==> src/rtl/ring_addr_pkg.sv <==
`timescale 1ns/1ps
package ring_addr_pkg;
  localparam int unsigned PAGE_W_DEF = 12;
  localparam int unsigned OFF_W_DEF  = 8;

  typedef enum logic [0:0] {
    ST_RUN   = 1'b0,
    ST_STALL = 1'b1
  } ring_state_e;
endpackage

==> src/rtl/ring_byte_ctr.sv <==
`timescale 1ns/1ps
module ring_byte_ctr #(
  parameter int unsigned OFF_W = 8
) (
  input  logic             clk_i,
  input  logic             rst_ni,
  input  logic             clr_i,
  input  logic             inc_i,
  output logic [OFF_W-1:0] cnt_o,
  output logic             last_o
);
  localparam logic [OFF_W-1:0] ONE = {{(OFF_W-1){1'b0}}, 1'b1};

  logic [OFF_W-1:0] cnt_q;

  always_ff @(posedge clk_i or negedge rst_ni) begin
    if (!rst_ni)     cnt_q <= '0;
    else if (clr_i)  cnt_q <= '0;
    else if (inc_i)  cnt_q <= cnt_q + ONE; // natural rollover at page end
  end

  assign cnt_o  = cnt_q;
  assign last_o = &cnt_q;
endmodule

==> src/rtl/ring_page_next.sv <==
`timescale 1ns/1ps
module ring_page_next #(
  parameter int unsigned PAGE_W = 12
) (
  input  logic [PAGE_W-1:0] cur_i,
  input  logic [PAGE_W-1:0] bound_i,
  output logic              at_bound_o,
  output logic [PAGE_W-1:0] inc_o
);
  localparam logic [PAGE_W-1:0] ONE = {{(PAGE_W-1){1'b0}}, 1'b1};

  assign at_bound_o = (cur_i == bound_i);
  assign inc_o      = cur_i + ONE;
endmodule

==> src/rtl/ring_wrap_ctl.sv <==
`timescale 1ns/1ps
module ring_wrap_ctl
  import ring_addr_pkg::*;
(
  input  logic clk_i,
  input  logic rst_ni,
  input  logic load_i,
  input  logic beat_i,
  input  logic last_i,
  input  logic at_bound_i,
  input  logic base_free_i,
  output logic accept_o,
  output logic adv_o,
  output logic wrap_o,
  output logic stall_o,
  output logic done_o
);
  ring_state_e state_q, state_d;
  logic        done_q;
  logic        page_end;

  assign accept_o = beat_i && !load_i && (state_q == ST_RUN);
  assign page_end = accept_o && last_i;
  assign adv_o    = page_end && !at_bound_i;
  assign wrap_o   = (page_end && at_bound_i && base_free_i) ||
                    ((state_q == ST_STALL) && !load_i && base_free_i);

  always_comb begin
    state_d = state_q;
    if (load_i) begin
      state_d = ST_RUN;
    end else begin
      unique case (state_q)
        ST_RUN:   if (page_end && at_bound_i && !base_free_i) state_d = ST_STALL;
        ST_STALL: if (base_free_i) state_d = ST_RUN;
        default:  state_d = ST_RUN;
      endcase
    end
  end

  always_ff @(posedge clk_i or negedge rst_ni) begin
    if (!rst_ni) begin
      state_q <= ST_RUN;
      done_q  <= 1'b0;
    end else begin
      state_q <= state_d;
      done_q  <= page_end;
    end
  end

  assign stall_o = (state_q == ST_STALL);
  assign done_o  = done_q;
endmodule

==> src/rtl/ring_page_addr_gen.sv <==
`timescale 1ns/1ps
module ring_page_addr_gen
  import ring_addr_pkg::*;
#(
  parameter int unsigned PAGE_W = PAGE_W_DEF,
  parameter int unsigned OFF_W  = OFF_W_DEF,
  localparam int unsigned ADDR_W = PAGE_W + OFF_W
) (
  input  logic              clk_i,
  input  logic              rst_ni,
  input  logic              load_i,
  input  logic [PAGE_W-1:0] start_page_i,
  input  logic              beat_i,
  input  logic [PAGE_W-1:0] bound_page_i,
  input  logic [PAGE_W-1:0] base_page_i,
  input  logic              base_free_i,
  output logic [ADDR_W-1:0] addr_o,
  output logic              page_done_o,
  output logic              stall_o
);
  logic [PAGE_W-1:0] page_q;
  logic [PAGE_W-1:0] page_inc;
  logic [OFF_W-1:0]  off;
  logic              off_last;
  logic              at_bound;
  logic              accept, adv, wrap;

  ring_byte_ctr #(.OFF_W(OFF_W)) u_ctr (
    .clk_i  (clk_i),
    .rst_ni (rst_ni),
    .clr_i  (load_i),
    .inc_i  (accept),
    .cnt_o  (off),
    .last_o (off_last)
  );

  ring_page_next #(.PAGE_W(PAGE_W)) u_next (
    .cur_i      (page_q),
    .bound_i    (bound_page_i),
    .at_bound_o (at_bound),
    .inc_o      (page_inc)
  );

  ring_wrap_ctl u_ctl (
    .clk_i       (clk_i),
    .rst_ni      (rst_ni),
    .load_i      (load_i),
    .beat_i      (beat_i),
    .last_i      (off_last),
    .at_bound_i  (at_bound),
    .base_free_i (base_free_i),
    .accept_o    (accept),
    .adv_o       (adv),
    .wrap_o      (wrap),
    .stall_o     (stall_o),
    .done_o      (page_done_o)
  );

  always_ff @(posedge clk_i or negedge rst_ni) begin
    if (!rst_ni)      page_q <= '0;
    else if (load_i)  page_q <= start_page_i;
    else if (wrap)    page_q <= base_page_i;
    else if (adv)     page_q <= page_inc;
  end

  assign addr_o = {page_q, off};
endmodule

==> config.mk <==
export PLATFORM = sky130hd
export DESIGN_NAME = ring_page_addr_gen
export DESIGN_NICKNAME = d
export VERILOG_FILES = /design/src/rtl/ring_addr_pkg.sv /design/src/rtl/ring_byte_ctr.sv /design/src/rtl/ring_page_next.sv /design/src/rtl/ring_wrap_ctl.sv /design/src/rtl/ring_page_addr_gen.sv
export SDC_FILE = /design/constraint.sdc
export NUM_CORES = 1
export LEC_CHECK = 0
export ABC_AREA = 0
export CORE_MARGIN = 4
export CORE_UTILIZATION = 60
export CTS_CLUSTER_DIAMETER = 100
export DETAILED_ROUTE_END_ITERATION = 10
export DONT_BUFFER_PORTS = 1
export PLACE_DENSITY = 0.86
export REMOVE_ABC_BUFFERS = 1
export SLEW_MARGIN = 20
export SYNTH_ARGS = -nofsm -noshare
export SYNTH_HDL_FRONTEND = slang
export SYNTH_SLANG_ARGS = --single-unit
==> constraint.sdc <==
create_clock -name clk_i -period 2.7 [get_ports clk_i]
set_input_delay 0.405 -clock clk_i [delete_from_list [all_inputs] [get_ports clk_i]]
set_output_delay 0.405 -clock clk_i [all_outputs]
set_load 0.02 [all_outputs]
# Word-level counts from Yosys, hierarchy flattened
# Index checks and enable logic that the tools add are counted.
# Widths: inputs -> output; s select.
# word_totals
regBits	22
word_cells	33
# classes
addsub	2
eq_ne	1
mux	9
bitwise	1
reduce_logical	16
# op_table
op	count
$mux 12	3
$mux 8	2
$add 12x1->12 const B	1
$eq 12x12->1	1
$logic_and 1x1->1	9
$add 8x1->8 const B	1
$reduce_and 8->1	1
$logic_not 1->1	3
$mux 1	3
$reduce_bool 3->1	1
$pmux 1 s2	1
$reduce_bool 2->1	1
$logic_or 1x1->1	1
$not 1->1	1

# Logic depth before layout (Yosys ltp)
# depth
depth_word	9
depth_mapped	9
ltp_nobuf	8

# Modules after synthesis
# A second synthesis with hierarchy kept.
# unflattened
hier_cells	162
hier_area_um2	1576.5
# modules_own_cells
mod	instances	cells_per_inst	area_each_um2	seq_area_each_um2
ring_page_addr_gen	1	68	713.2	300.3
ring_byte_ctr	1	39	396.6	200.2
ring_page_next	1	46	357.8	0.0
ring_wrap_ctl	1	9	108.9	50.0

# Worst setup path before layout
# No wires, ideal clock.
# synth_timing
path_kind	register -> register
from	register u_ctr.cnt_q[0], in the netlist u_ctr.cnt_o[0]
to	register page_q[1]
arrival_ns	2.180
setup_slack_ns	0.402
path_stages_with_launch	8
path_buffers	0
synth_period_minus_slack_ns	2.298
cell_sequence	dfrtp_1 -> ha_1 -> and3_1 -> nand4_4 -> nor4_4 -> o21a_2 -> mux2_1 -> a21o_1
# synth_between
elab_chain_len	7
word_cells_on_any_way	9
classes_between	2 x mux; 7 x reduce/logical
# synth_rtl
element	line_no	text
from (decl)	ring_byte_ctr.sv:14	logic [OFF_W-1:0] cnt_q;
from (signal assigned)	ring_byte_ctr.sv:19	else if (inc_i) cnt_q <= cnt_q + ONE;
$reduce_and 8->1 *	ring_byte_ctr.sv:23	assign last_o = &cnt_q;
$logic_and 1x1->1 *	ring_wrap_ctl.sv:23	assign page_end = accept_o && last_i;
$logic_and 1x1->1 (2 in series)	ring_wrap_ctl.sv:25	assign wrap_o = (page_end && at_bound_i && base_free_i) ||
$logic_or 1x1->1	ring_wrap_ctl.sv:25	
$mux 12	ring_page_addr_gen.sv:62	else if (wrap) page_q <= base_page_i;
$mux 12	ring_page_addr_gen.sv:61	else if (load_i) page_q <= start_page_i;
to (signal assigned)	ring_page_addr_gen.sv:61	
to (signal assigned)	ring_page_addr_gen.sv:62	
to (signal assigned)	ring_page_addr_gen.sv:63	else if (adv) page_q <= page_inc;
to (decl)	ring_page_addr_gen.sv:21	logic [PAGE_W-1:0] page_q;
# Every way passes the cells marked *; elsewhere a longest branch is shown, timed or not.
# A chain may end at the register's enable or synchronous reset.

# Final worst setup path
# Ends and elaborated chain as after synthesis.

==> results by group <==
Floorplan
  • Initial Util: 0.6405
  • Die W: 62.72 µm
  • Die ar.: 3934 µm²
  • Core area: 2805 µm²
  • Std cell rows: 19
  • Io pins: 63
  • Die H: 62.72 µm

Logic synthesis
  • Post-synthesis async set-or-reset flop share: 1.000
  • Synth cell types: 53
  • Number of synthesized flops with an enable pin: 0
  • Mapped Cells: between 200 and 250
  • Synthesized area per cell: a little under 9 µm²
  • Mapped Area: about 1800 µm²
  • Warning count from the yosys run: 0
  • Most used DFF post-synth: dfrtp_1
  • Register area share after synthesis: 0.3064
  • Register bit total from synthesis: 22

Worst setup path
  • Slowest-stage cell, CP: dfrtp_1
  • Critical-path maximum fanout: 8
  • Arr. time, crit path: roughly 2.6 ns
  • Crit-path max cell delay: roughly 0.54 ns
  • Crit path cell chain: ha_1, and3_1, nand4_4, nor4_4, o21a_2, mux2_1, a21o_1
  • Setup crit start: u_ctr.cnt_o[0]
  • FF-to-FF Start: u_ctr.cnt_o[0]
  • Critical path class: reg -> reg
  • Crit path required time: between 2 and 3 ns
  • Endpoint class of the critical path: register
  • Startpoint Class: register
  • Top delay family on crit path: simple AND/OR/NAND/NOR gates
  • Buf/Inv on CP: 0

Power
  • Final Power: approximately 0.77 mW
  • Clock group share of total power: 0.198
  • Peak supply drop: 285.5 µV
  • Leakage power: about 0.85 nW
  • P_int: about 0.5 mW
  • Pwr dens: about 410 nW/µm²
  • Switching share of power: 0.3464
  • Combinational power share: 0.265
  • Net Sw Power: approximately 0.27 mW
  • Seq pwr share: 0.536

Timing
  • Final min period: between 2 and 2.5 ns
  • Worst Tran Pin Value: between 0.5 and 0.6 ns
  • RSZ-0062 raised after global routing: no
  • Final hold violations: 0
  • Clk_skew: about 0.0031 ns
  • Final setup fails: 0
  • Max Slew Vio Count: 0
  • Final period util: 0.8750
  • Highest Clock Rate: 423.3 MHz
  • Post-route setup slack: between 0.3 and 0.4 ns
  • Final TNS setup: 0 ns
  • Rel. slew slack: 0.6661

Route
  • Routed len/inst: between 20 and 25 µm
  • Final ANT Viol Nets: 0
  • Vias per Instance: a little under 7
  • Total Routed Length: ~4.8 mm
  • Via count: 1586
  • DRC: 0
  • DR pass1 iterations: 4
  • DR iter-0 viols: 128

Placement
  • # port buffers: 0
  • Placed Area: approximately 1800 µm²
  • Post-DP HPWL: between 3 and 4 mm
  • Place WS: between 0.3 and 0.4 ns
  • RD Place Congestion: a little over 0.9

Clock network
  • Setup repair bufs after CTS: 0
  • Clk buf depth: 2
  • # resized after CTS: 0
  • Clock Latency Late Sink: just over 0.3 ns
  • H-Tree Level Count: 1
  • Clk sinks: 22
  • Hold Buf Count CTS: 1
  • Clock Pin Slew Worst Setup and Hold Paths: between 0.1 and 0.15 ns
  • Num CTS Buffers: 3
  • CTS tree: done
  • CTS Root Cell: clkbuf_4

Run status
  • Run status: finished, final reports clean

Job
  • Max cap viols: 0

GRT
  • Gr ovfl total: 0
  • Largest net degree at the start of global routing: between 40 and 50
  • All-Layer GR Usage: 0.2545
  • Vias in the first global route: 1612
  • First-pass GRT wire length: 7.983 mm
  • Initial antenna violation count: 0

Final layout
  • Most frequent cells in the layout: 28 x nand2_1, 22 x dfrtp_1, 13 x nor2_1
  • Leading cell type in the layout, fill and taps excluded: nand2_1
  • Layout Nets: between 200 and 300
  • Post-route cell area: ~1900 µm²
  • Share of cells above drive strength 1: 0.1317
  • N_diodes: 0
  • Syn-to-layout area delta: 3.203%

Min path
  • Hold Crit Class: in -> async
worst register-to-register path: stages (launching register included):
cell,delay (ns)
dfrtp_1,0.54
ha_1,0.22
and3_1,0.25
nand4_4,0.21
nor4_4,0.35
o21a_2,0.21
mux2_1,0.33
a21o_1,0.15
layout make-up:
class                      instances  area, µm²
inverter                           4      15.01
multi-input combinational        166       1155
sequential                        22      550.5
clock buffer                       3      22.52
timing repair buffer              10      72.57
fill                             227      950.9
tap                               31      38.79
worst paths after layout:
| path | end | cells after the start | slack, ns |
|---|---|---|---|
| worst min-delay path | u_ctr.cnt_o[6] | 1 | 0.03 |
| worst max-delay path | page_q[1] | 7 | 0.34 |
| min in group clk_i | u_ctl.stall_o | 1 | 0.14 |
| worst max register to register | page_q[1] | 7 | 0.34 |
| worst min register to register | page_q[11] | 2 | 0.71 |
| max in group asynchronous | page_q[10] | 1 | 2.33 |
routing by layer:
layer,vias to the layer above,track usage,share of wire
met4,0,0.06612,0.011
met1,759,0.3046,0.40
met2,81,0.4328,0.49
li1,740,-,-
met5,-,0,0
met3,6,0.08993,0.093
sequential cells by signal, summed over array words and instances (netlist names):
| name | count |
|---|---|
| u_ctr.cnt_o | 8 |
| u_ctl.stall_o | 1 |
| page_q | 12 |
| u_ctl.done_o | 1 |
cell families (layout without fill, tap and decap cells):
family	count (synthesis)	count (layout)	synth area share
buf+inv	17	17	0.05083
flops	22	22	0.3064
compound gates	50	50	0.1971
mux	8	8	0.04805
xor+xnor	22	22	0.1302
fa+ha+maj	2	2	0.01393
simple gates	84	84	0.2535
cells in the mapped netlist, drive strengths merged (6+ instances only):
master | instances | area (µm²)
nand3 | 11 | 55.05
buf | 8 | 57.55
nand2 | 28 | 105.1
a21oi | 8 | 40.04
dfrtp | 22 | 550.5
xnor2 | 15 | 172.7
o21ai | 11 | 55.05
nor2b | 7 | 46.30
xor2 | 7 | 61.31
nor2 | 13 | 48.80
o31ai | 6 | 45.04
mux2i | 6 | 60.06
power by group through the flow:
stage                     sequential, mW  clock [mW]  combinational [mW]
after global routing               0.415       0.172               0.224
final                              0.411       0.152               0.203
after CTS                          0.411       0.156               0.203
after detailed placement           0.417           0               0.193
after floorplan                    0.430           0               0.124
after global placement             0.415           0               0.186
through the flow:
stage                     utilization  hold slack (ns)  std cells
after floorplan                     -           0.1094        192
after global placement         0.6512           0.1102        232
after detailed placement       0.6512           0.1100        232
after CTS                      0.6628           0.1314        236
after global routing           0.6610          0.06036        236
final                          0.6610          0.03485        236
Power figures use the tool's default switching activity.
